==> src/rtl/gpio_pkg.sv <==
package gpio_pkg;
   localparam int PINS         = 32;
   localparam int ALIAS_LSB    = 2;
   localparam int BANK_LSB     = 4;
   localparam int BANK_FIELD_W = 4;
   localparam int REGION_LSB   = 8;
   localparam int REGION_W     = 4;
   localparam int MIN_ADDR_W   = REGION_LSB + REGION_W;

   localparam logic [REGION_W-1:0] RG_OUT  = 4'd0;
   localparam logic [REGION_W-1:0] RG_IN   = 4'd1;
   localparam logic [REGION_W-1:0] RG_OE   = 4'd2;
   localparam logic [REGION_W-1:0] RG_SEL  = 4'd3;
   localparam logic [REGION_W-1:0] RG_IEN  = 4'd4;
   localparam logic [REGION_W-1:0] RG_STAT = 4'd5;
   localparam logic [REGION_W-1:0] RG_LVL  = 4'd6;
   localparam logic [REGION_W-1:0] RG_POL  = 4'd7;
   localparam logic [REGION_W-1:0] RG_LAST = RG_POL;

   typedef enum logic [1:0] {
      AL_WRITE = 2'd0,
      AL_SET   = 2'd1,
      AL_CLR   = 2'd2,
      AL_TOG   = 2'd3
   } alias_e;

   function automatic logic [PINS-1:0] apply_alias(input alias_e al,
                                                   input logic [PINS-1:0] cur,
                                                   input logic [PINS-1:0] wd);
      logic [PINS-1:0] nxt;
      case (al)
         AL_WRITE: nxt = wd;
         AL_SET:   nxt = cur | wd;
         AL_CLR:   nxt = cur & ~wd;
         default:  nxt = cur ^ wd;
      endcase
      return nxt;
   endfunction
endpackage

==> src/rtl/gpio_addr_decode.sv <==
module gpio_addr_decode
   import gpio_pkg::*;
#(
   parameter int NUM_BANKS = 3,
   parameter int ADDR_W    = 12,
   localparam int BANK_W   = (NUM_BANKS > 1) ? $clog2(NUM_BANKS) : 1
) (
   input  logic [ADDR_W-1:0]   addr,
   output logic [REGION_W-1:0] region,
   output logic [BANK_W-1:0]   bank,
   output alias_e              alias_sel,
   output logic                hit
);
   logic [BANK_FIELD_W-1:0] bank_field;
   logic                    upper_zero;

   assign region     = addr[REGION_LSB +: REGION_W];
   assign bank_field = addr[BANK_LSB +: BANK_FIELD_W];
   assign bank       = bank_field[BANK_W-1:0];
   assign alias_sel  = alias_e'(addr[ALIAS_LSB +: 2]);

   generate
      if (ADDR_W > MIN_ADDR_W) begin : g_upper
         assign upper_zero = (addr[ADDR_W-1:MIN_ADDR_W] == '0);
      end else begin : g_no_upper
         assign upper_zero = 1'b1;
      end
   endgenerate

   assign hit = upper_zero
              && (region <= RG_LAST)
              && ({28'd0, bank_field} < 32'(NUM_BANKS));
endmodule

==> src/rtl/gpio_alias_reg.sv <==
module gpio_alias_reg
   import gpio_pkg::*;
#(
   parameter int               W         = 32,
   parameter logic [W-1:0]     RESET_VAL = '0
) (
   input  logic         clk,
   input  logic         rst,
   input  logic         we,
   input  alias_e       alias_sel,
   input  logic [W-1:0] wdata,
   output logic [W-1:0] q
);
   generate
      if (W != PINS) begin : g_bad_width
         $error("gpio_alias_reg: W must equal the pin count per bank");
      end
   endgenerate

   always_ff @(posedge clk) begin
      if (rst)
         q <= RESET_VAL;
      else if (we)
         q <= apply_alias(alias_sel, q, wdata);
   end
endmodule

==> src/rtl/gpio_pin_irq.sv <==
module gpio_pin_irq
   import gpio_pkg::*;
#(
   parameter int SYNC_STAGES = 2
) (
   input  logic            clk,
   input  logic            rst,
   input  logic [PINS-1:0] pin_in,
   input  logic [PINS-1:0] sel,
   input  logic [PINS-1:0] lvl,
   input  logic [PINS-1:0] pol,
   input  logic            clr_we,
   input  logic [PINS-1:0] clr_mask,
   output logic [PINS-1:0] level,
   output logic [PINS-1:0] stat
);
   generate
      if (SYNC_STAGES < 2) begin : g_bad_sync
         $error("gpio_pin_irq: SYNC_STAGES must be at least 2");
      end
   endgenerate

   logic [PINS-1:0] chain [SYNC_STAGES];
   logic [PINS-1:0] prev;
   logic [PINS-1:0] rise, fall, cond;

   always_ff @(posedge clk) begin
      if (rst) chain[0] <= '0;
      else     chain[0] <= pin_in;
   end

   generate
      for (genvar s = 1; s < SYNC_STAGES; s++) begin : g_sync
         always_ff @(posedge clk) begin
            if (rst) chain[s] <= '0;
            else     chain[s] <= chain[s-1];
         end
      end
   endgenerate

   assign level = chain[SYNC_STAGES-1];

   always_ff @(posedge clk) begin
      if (rst) prev <= '0;
      else     prev <= level;
   end

   assign rise = level & ~prev;
   assign fall = ~level & prev;

   generate
      for (genvar p = 0; p < PINS; p++) begin : g_mode
         always_comb begin
            case ({pol[p], lvl[p]})
               2'b00:   cond[p] = fall[p];
               2'b01:   cond[p] = ~level[p];
               2'b10:   cond[p] = rise[p];
               default: cond[p] = level[p];
            endcase
         end
      end
   endgenerate

   always_ff @(posedge clk) begin
      if (rst)
         stat <= '0;
      else
         stat <= (stat & ~({PINS{clr_we}} & clr_mask)) | (cond & sel);
   end
endmodule

==> src/rtl/gpio_bank_ctrl.sv <==
module gpio_bank_ctrl
   import gpio_pkg::*;
#(
   parameter int NUM_BANKS   = 3,
   parameter int ADDR_W      = 12,
   parameter int SYNC_STAGES = 2,
   localparam int TOTAL_PINS = NUM_BANKS * PINS,
   localparam int BANK_W     = (NUM_BANKS > 1) ? $clog2(NUM_BANKS) : 1
) (
   input  logic                  clk,
   input  logic                  rst,
   input  logic [ADDR_W-1:0]     bus_addr,
   input  logic                  bus_we,
   input  logic [31:0]           bus_wdata,
   output logic [31:0]           bus_rdata,
   input  logic [TOTAL_PINS-1:0] pin_in,
   output logic [TOTAL_PINS-1:0] pin_out,
   output logic [TOTAL_PINS-1:0] pin_oe,
   output logic [NUM_BANKS-1:0]  irq
);
   generate
      if (NUM_BANKS < 1 || NUM_BANKS > (1 << BANK_FIELD_W)) begin : g_bad_banks
         $error("gpio_bank_ctrl: NUM_BANKS out of range");
      end
      if (ADDR_W < MIN_ADDR_W) begin : g_bad_addr
         $error("gpio_bank_ctrl: ADDR_W too small for the register map");
      end
   endgenerate

   logic [REGION_W-1:0] region;
   logic [BANK_W-1:0]   bank;
   alias_e              alias_sel;
   logic                hit;

   gpio_addr_decode #(.NUM_BANKS(NUM_BANKS), .ADDR_W(ADDR_W)) u_dec (
      .addr      (bus_addr),
      .region    (region),
      .bank      (bank),
      .alias_sel (alias_sel),
      .hit       (hit)
   );

   logic [PINS-1:0] out_r  [NUM_BANKS];
   logic [PINS-1:0] oe_r   [NUM_BANKS];
   logic [PINS-1:0] sel_r  [NUM_BANKS];
   logic [PINS-1:0] ien_r  [NUM_BANKS];
   logic [PINS-1:0] lvl_r  [NUM_BANKS];
   logic [PINS-1:0] pol_r  [NUM_BANKS];
   logic [PINS-1:0] stat_r [NUM_BANKS];
   logic [PINS-1:0] lev_r  [NUM_BANKS];

   generate
      for (genvar b = 0; b < NUM_BANKS; b++) begin : g_bank
         logic bank_we;
         assign bank_we = bus_we && hit && (bank == BANK_W'(b));

         gpio_alias_reg #(.W(PINS)) u_out (
            .clk(clk), .rst(rst), .we(bank_we && region == RG_OUT),
            .alias_sel(alias_sel), .wdata(bus_wdata), .q(out_r[b]));
         gpio_alias_reg #(.W(PINS)) u_oe (
            .clk(clk), .rst(rst), .we(bank_we && region == RG_OE),
            .alias_sel(alias_sel), .wdata(bus_wdata), .q(oe_r[b]));
         gpio_alias_reg #(.W(PINS)) u_sel (
            .clk(clk), .rst(rst), .we(bank_we && region == RG_SEL),
            .alias_sel(alias_sel), .wdata(bus_wdata), .q(sel_r[b]));
         gpio_alias_reg #(.W(PINS)) u_ien (
            .clk(clk), .rst(rst), .we(bank_we && region == RG_IEN),
            .alias_sel(alias_sel), .wdata(bus_wdata), .q(ien_r[b]));
         gpio_alias_reg #(.W(PINS)) u_lvl (
            .clk(clk), .rst(rst), .we(bank_we && region == RG_LVL),
            .alias_sel(alias_sel), .wdata(bus_wdata), .q(lvl_r[b]));
         gpio_alias_reg #(.W(PINS)) u_pol (
            .clk(clk), .rst(rst), .we(bank_we && region == RG_POL),
            .alias_sel(alias_sel), .wdata(bus_wdata), .q(pol_r[b]));

         gpio_pin_irq #(.SYNC_STAGES(SYNC_STAGES)) u_irq (
            .clk      (clk),
            .rst      (rst),
            .pin_in   (pin_in[b*PINS +: PINS]),
            .sel      (sel_r[b]),
            .lvl      (lvl_r[b]),
            .pol      (pol_r[b]),
            .clr_we   (bank_we && region == RG_STAT && alias_sel == AL_CLR),
            .clr_mask (bus_wdata),
            .level    (lev_r[b]),
            .stat     (stat_r[b])
         );

         assign pin_out[b*PINS +: PINS] = out_r[b];
         assign pin_oe [b*PINS +: PINS] = oe_r[b];
         assign irq[b] = |(stat_r[b] & ien_r[b]);
      end
   endgenerate

   always_comb begin
      bus_rdata = '0;
      if (hit) begin
         case (region)
            RG_OUT:  bus_rdata = out_r[bank];
            RG_IN:   bus_rdata = lev_r[bank];
            RG_OE:   bus_rdata = oe_r[bank];
            RG_SEL:  bus_rdata = sel_r[bank];
            RG_IEN:  bus_rdata = ien_r[bank];
            RG_STAT: bus_rdata = stat_r[bank];
            RG_LVL:  bus_rdata = lvl_r[bank];
            RG_POL:  bus_rdata = pol_r[bank];
            default: bus_rdata = '0;
         endcase
      end
   end
endmodule

==> config.mk <==
export PLATFORM = sky130hd
export DESIGN_NAME = gpio_bank_ctrl
export DESIGN_NICKNAME = d
export VERILOG_FILES = /design/src/rtl/gpio_pkg.sv /design/src/rtl/gpio_addr_decode.sv /design/src/rtl/gpio_alias_reg.sv /design/src/rtl/gpio_pin_irq.sv /design/src/rtl/gpio_bank_ctrl.sv
export SDC_FILE = /design/constraint.sdc
export NUM_CORES = 2
export LEC_CHECK = 0
export BUFFER_PORTS_ARGS = -buffer_cell sky130_fd_sc_hd__buf_2
export CAP_MARGIN = 20
export CORE_MARGIN = 2
export CORE_UTILIZATION = 60
export CTS_BUF_LIST = sky130_fd_sc_hd__clkbuf_4 sky130_fd_sc_hd__clkbuf_8 sky130_fd_sc_hd__clkbuf_16
export DETAILED_ROUTE_END_ITERATION = 8
export PLACE_DENSITY = 0.78
export SKIP_CTS_REPAIR_TIMING = 1
export SYNTH_ARGS = -nofsm -noshare
export SYNTH_HDL_FRONTEND = slang
export SYNTH_SLANG_ARGS = --single-unit
==> constraint.sdc <==
create_clock -name clk -period 2.8 [get_ports clk]
set_input_delay 0.42 -clock clk [delete_from_list [all_inputs] [get_ports clk]]
set_output_delay 0.42 -clock clk [all_outputs]
set_load 0.005 [all_outputs]
== After elaboration in Yosys (flattened, before gate mapping) ==
Memory sizes are Yosys's and may differ from the RTL's.
Index checks and enable logic that the tools add are counted.

* Order comparisons: 3
* Equal/unequal tests: 203
* Mux-type cells: 149
* Bitwise gates (word level): 188
* Reduce and logical (&&, ||, !) cells: 131

{| class="wikitable"
|+ Operator list
! operator !! number
|-
| $pmux 32 s3 || 18
|-
| $and 32x32->32 || 36
|-
| $mux 32 || 23
|-
| $or 32x32->32 || 21
|-
| $xor 32x32->32 || 18
|-
| $bmux 32 s2 || 8
|-
| $not 32->32 || 10
|-
| $pmux 1 s3 || 96
|-
| $pmux 32 s8 || 1
|-
| $eq 2x1->1 const B || 98
|-
| $eq 2x2->1 const B || 98
|-
| $logic_not 2->1 || 98
|-
| $not 1->1 || 96
|-
| $reduce_or 32->1 || 3
|-
| $logic_and 1x1->1 || 29
|-
| $eq 4x3->1 const B || 4
|-
| $eq 4x2->1 const B || 2
|-
| $or 1x1->1 || 6
|-
| $eq 4x1->1 const B || 1
|-
| $le 4x3->1 const B || 1
|-
| $logic_not 4->1 || 1
|-
| $lt 4x2->1 const B || 1
|-
| $ge 3x3->1 const B || 1
|-
| $mux 1 || 3
|-
| $not 2->3 || 1
|}

* Bits in registers: 768
* RAM bits: 192
* Output and inout port bits: 227
* Logic and storage cells: 701
* Memories: 3

{| class="wikitable"
|+ Memories
! name !! words !! bits a word !! rd ports !! clocked after Yosys merged registers in !! write ports !! RTL line !! text
|-
| g_bank[0].u_irq.chain || 2 || 32 || 2 || 0 || 2 || gpio_pin_irq.sv:23 || <nowiki>logic [PINS-1:0] chain [SYNC_STAGES];</nowiki>
|-
| g_bank[1].u_irq.chain || 2 || 32 || 2 || 0 || 2 || gpio_pin_irq.sv:23 ||
|-
| g_bank[2].u_irq.chain || 2 || 32 || 2 || 0 || 2 || gpio_pin_irq.sv:23 ||
|}

== Longest topological paths before layout ==
* Depth in word-level cells: 10
* Mapped depth: 9

== Hierarchy ==
A second synthesis with hierarchy kept.

* Cells, all modules: 9289
* Area, all modules: 81843.5 µm²

{| class="wikitable"
|+ Modules (own cells, without submodules)
! module !! times used !! cells each !! area each (µm²)
|-
| gpio_alias_reg (g_bank[1].u_lvl ...) || 11 || 356 || 3234.4
|-
| gpio_alias_reg (g_bank[0].u_ien ...) || 7 || 356 || 3236.9
|-
| gpio_pin_irq || 3 || 469 || 4693.3
|-
| gpio_bank_ctrl || 1 || 1465 || 9452.8
|-
| gpio_addr_decode || 1 || 9 || 75.1
|}

== Worst setup path before layout ==
No wires, ideal clock.

* Kind: input to output
* From: input bus_addr[4]
* To: output bus_rdata[16]
* Arrival: 2.005 ns
* Path slack: 0.375 ns
* Cell stages on the path: 8
* Cells stage by stage: buf_2 -> buf_2 -> clkbuf_1 -> mux2_2 -> a22oi_1 -> o22ai_1 -> a221oi_1 -> a21oi_1

* Longest elaborated chain between the ends: 6

{| class="wikitable"
|+ RTL lines
! what !! RTL line !! text
|-
| start, declared || gpio_bank_ctrl.sv:12 || <nowiki>input logic [ADDR_W-1:0] bus_addr,</nowiki>
|-
| $not 2->3 (implied by the code) || n/a ||
|-
| $bmux 32 s2 (tied with other cells) || gpio_bank_ctrl.sv:106 || <nowiki>RG_POL: bus_rdata = pol_r[bank];</nowiki>
|-
| $mux 32 (implied by the code) (tied with other cells) (2 in series) || gpio_bank_ctrl.sv:106 ||
|-
| $pmux 32 s8 || gpio_bank_ctrl.sv:98 || <nowiki>case (region)</nowiki>
|-
| $mux 32 * || gpio_bank_ctrl.sv:97 || <nowiki>if (hit) begin</nowiki>
|-
| end, declared || gpio_bank_ctrl.sv:15 || <nowiki>output logic [31:0] bus_rdata,</nowiki>
|}

Every way passes the cells marked *; elsewhere a longest branch is shown, timed or not. The select of a mux whose other input is x is not followed.

== Worst setup path in the final report ==
* From: register g_bank[1].u_oe.q[3]
* To: output bus_rdata[3]

* Longest elaborated chain between the ends: 5

{| class="wikitable"
|+ RTL lines
! what !! RTL line !! text
|-
| start, declared || gpio_alias_reg.sv:12 || <nowiki>output logic [W-1:0] q</nowiki>
|-
| start signal, assigned || gpio_alias_reg.sv:24 || <nowiki>q <= apply_alias(alias_sel, q, wdata);</nowiki>
|-
| $bmux 32 s2 || gpio_bank_ctrl.sv:101 || <nowiki>RG_OE: bus_rdata = oe_r[bank];</nowiki>
|-
| $mux 32 (implied by the code) (2 in series) || gpio_bank_ctrl.sv:101 ||
|-
| $pmux 32 s8 || gpio_bank_ctrl.sv:98 ||
|-
| $mux 32 || gpio_bank_ctrl.sv:97 ||
|}

Every way passes these cells. The select of a mux whose other input is x is not followed.

==> results.py <==
metrics = {
    "status": {
        "status": "finished, violations left",
        "violations": "negative setup slack",
    },
    "pwr": {
        "power.share.combinational_pct": 14.0,
        "finalPower_uw": 34310,
        "switching_share_pct": 27.50,
        "pwr-share-seq_pct": 40.6,
        "switching_power_uw": 9437,
        "p_per_area_nw_per_um2": 412.9,
        "intPower_uw": 24880,
        "p_leak_uw": 0.03235,
        "irDropWorstVdd_uv": 477.4,
        "pwr-share-clk_pct": 45.3,
    },
    "hold_path": {
        "holdCritPathClass": "input pin to flip-flop",
    },
    "critical_path": {
        "critPathSlowestCell": "dfxtp_1",
        "crit_family": "compound AO/OA/AOI/OAI gates",
        "path_buf_inv": 1,
        "cp_max_fo": 5,
        "worstPathCellList": "mux2_2, a22oi_2, o22ai_1, a221oi_2, a21oi_4, buf_2",
        "cp.arrival_ns": 2.44,
        "slowest_delay_ns": 0.39,
        "cp.required_ns": 2.38,
        "startpoint_type": "flip-flop",
        "path_class": "flip-flop to output port",
        "endpoint_kind": "output port",
    },
    "global_route": {
        "grt_pass1_vias": 64460,
        "grt_pass1_wl_um": 380300,
        "grt_max_degree": 152,
        "grt-ovfl-total": 0,
        "antenna_found_initial": 14,
        "grt_usage_pct": 39.81,
    },
    "detailed_routing": {
        "routed_wl_um": 254100,
        "ant_nets": 0,
        "drc": 0,
        "drt_iter0_drc": 7790,
        "vias": 67300,
        "wl_per_cell_um": 24.88,
        "viasPerCell": 6.589,
        "drt-pass1-iter-count": 8,
    },
    "cells_and_area": {
        "nets": 9875,
        "fill_cells": 8728,
        "fin_area_sq_um": 83090,
        "area_growth_pct": 16.45,
        "drive_above_1_share_pct": 22.66,
    },
    "synth": {
        "yosysTopAreaCellShare_pct": 26.93,
        "ys_ff_latch": 960,
        "ys_async_sr_fraction_pct": 0,
        "synthesis.nets": 9539,
        "synth_area_leaders": "dfxtp_1, ha_1, a211oi_1, mux2_2, a21oi_1",
        "yosysMostFrequentCell": "ha_1",
        "postSynthCellCount": 8244,
        "synth_warnings": 0,
        "synth_edf_count": 0,
        "ys_types": 40,
        "synth_area_sq_um": 71360,
        "syn_avg_cell_area_sq_um": 8.656,
        "synthTopCellsByCount": "ha_1, a211oi_1, dfxtp_1",
        "synth_ff_type": "dfxtp_1",
        "ys_seq_area_share_pct": 26.93,
        "synth_top_area_cell": "dfxtp_1",
    },
    "timing": {
        "finalSetupViolCount": 12,
        "final_max_slew_viol_count": 0,
        "hold_violations": 0,
        "worst_pin_slew_ns": 1.022,
        "grt_setup_unrepaired": "true",
        "slew_headroom_pct": 31.64,
        "tns_ns": -0.3670,
        "fin_ws_ns": -0.06113,
        "fmax_mhz": 349.5,
        "finalCritPeriodShare_pct": 102.2,
        "layout_min_cycle_time_ns": 2.861,
        "skew_ns": 0.03204,
    },
    "cts": {
        "clk_pin_slew_ns": 0.06,
        "root_buffer": "clkbuf_16",
        "cts_inserted_buffers": 109,
        "clk_latency_ns": 0.76,
        "cts_sinks": 960,
        "htree_num_levels": 3,
        "cts_tree": "yes",
        "clock_tree.buffer_depth": 3,
    },
    "floorplan": {
        "dieWidth_um": 348.9,
        "pin_count": 370,
        "num_rows": 126,
        "fp.coreArea_sq_um": 118100,
        "start_util_pct": 60.43,
        "chipHeight_um": 348.9,
        "dieArea_sq_um": 121700,
    },
    "placed_design": {
        "finalWeightedCongestion": 1.005,
        "place_ws_ns": -0.1842,
        "hpwl_um": 173400,
        "dpl-instance-area_sq_um": 77010,
        "io_buffers": 367,
    },
    "job": {
        "max-cap-violations": 0,
    },
}
## worst min-delay path: stages
cell	delay (ns)
buf_2	0.13
nand2_1	0.06
a22oi_1	0.06
nor2_1	0.08
## worst paths after layout
path	slack, ns	endpoint	from	cells past startpoint
worst min-delay path	0.04	g_bank[2].u_irq.stat[13]	bus_wdata[13]	4
worst max-delay path	-0.06	bus_rdata[3]	g_bank[1].u_oe.q[3]	6
worst max register to register	1.18	g_bank[2].u_ien.q[0]	g_bank[2].u_ien.q[0]	5
worst min register to register	0.43	g_bank[0].u_irq.chain[1][11]	g_bank[0].u_irq.chain[0][11]	1
## per-stage QoR
| stage | hold WS, ns | utilization, % | cells |
|---|---|---|---|
| floorplan | 0.4138 | - | 8244 |
| global placement | 0.4218 | 65.21 | 9895 |
| detailed placement | 0.4204 | 65.22 | 9896 |
| CTS | -0.1547 | 68.47 | 10100 |
| global route | 0.04879 | 70.36 | 10210 |
| finish | 0.04059 | 70.37 | 10210 |
## state kept, by name, indices dropped and copies added (netlist names)
register / flops
g_bank.u_sel.q: 96
g_bank.u_out.q: 96
g_bank.u_irq.chain: 192
g_bank.u_irq.stat: 96
g_bank.u_oe.q: 96
g_bank.u_lvl.q: 96
g_bank.u_pol.q: 96
g_bank.u_irq.prev: 96
g_bank.u_ien.q: 96
## cell families after synthesis
logic type | Yosys count | share of synthesized area, %
compound gates | 2577 | 23.71
fa+ha+maj | 1152 | 20.20
buf+inv | 1346 | 7.480
flops | 960 | 26.93
mux | 832 | 12.91
simple gates | 1377 | 8.769
## cell usage in the layout (no fill, tap or decap), types with 50 or more instances in the layout
cell and count:
a211oi_1 1125, a21oi_1 578, a221oi_2 57, a22oi_1 222
a22oi_2 50, buf_12 121, buf_2 361, buf_4 264
clkbuf_16 113, dfxtp_1 886, dfxtp_2 55, dlygate4sd3_1 96
ha_1 1152, inv_1 704, mux2_2 699, mux2i_1 127
nand2_1 164, nand3_1 64, nor2_1 804, nor2b_1 291
o21ai_0 411, o22ai_1 53
## layout make-up
class | count | area, sq um | area share (%)
well taps | 1536 | 1922 | 2.313
inverters | 705 | 2649 | 3.188
multi-input cells | 5938 | 47790 | 57.52
clock buffers | 155 | 3289 | 3.959
diodes | 7 | 17.52 | 0.02108
flip-flops and latches | 960 | 19360 | 23.30
clock inverters | 46 | 549.3 | 0.6610
repair buffers | 866 | 7517 | 9.047
## power groups by stage
stage	combinational (uW)	sequential [uW]	clock, uW
2_1_floorplan	2980	14200	0
3_3_place_gp	4260	14300	0
3_5_place_dp	4470	14300	0
4_1_cts	4520	14000	15600
5_1_grt	5170	14000	16100
6_report	4820	13900	15500
## per-layer routing
layer	global-route usage (%)	vias to the layer above	wire, um
met5	0	-	78
met1	48.83	32160	95210
met4	30.70	14	22990
met3	9.149	1063	26890
met2	60.42	3819	108900
li1	-	30240	-
(Power assumes the default switching activity.)
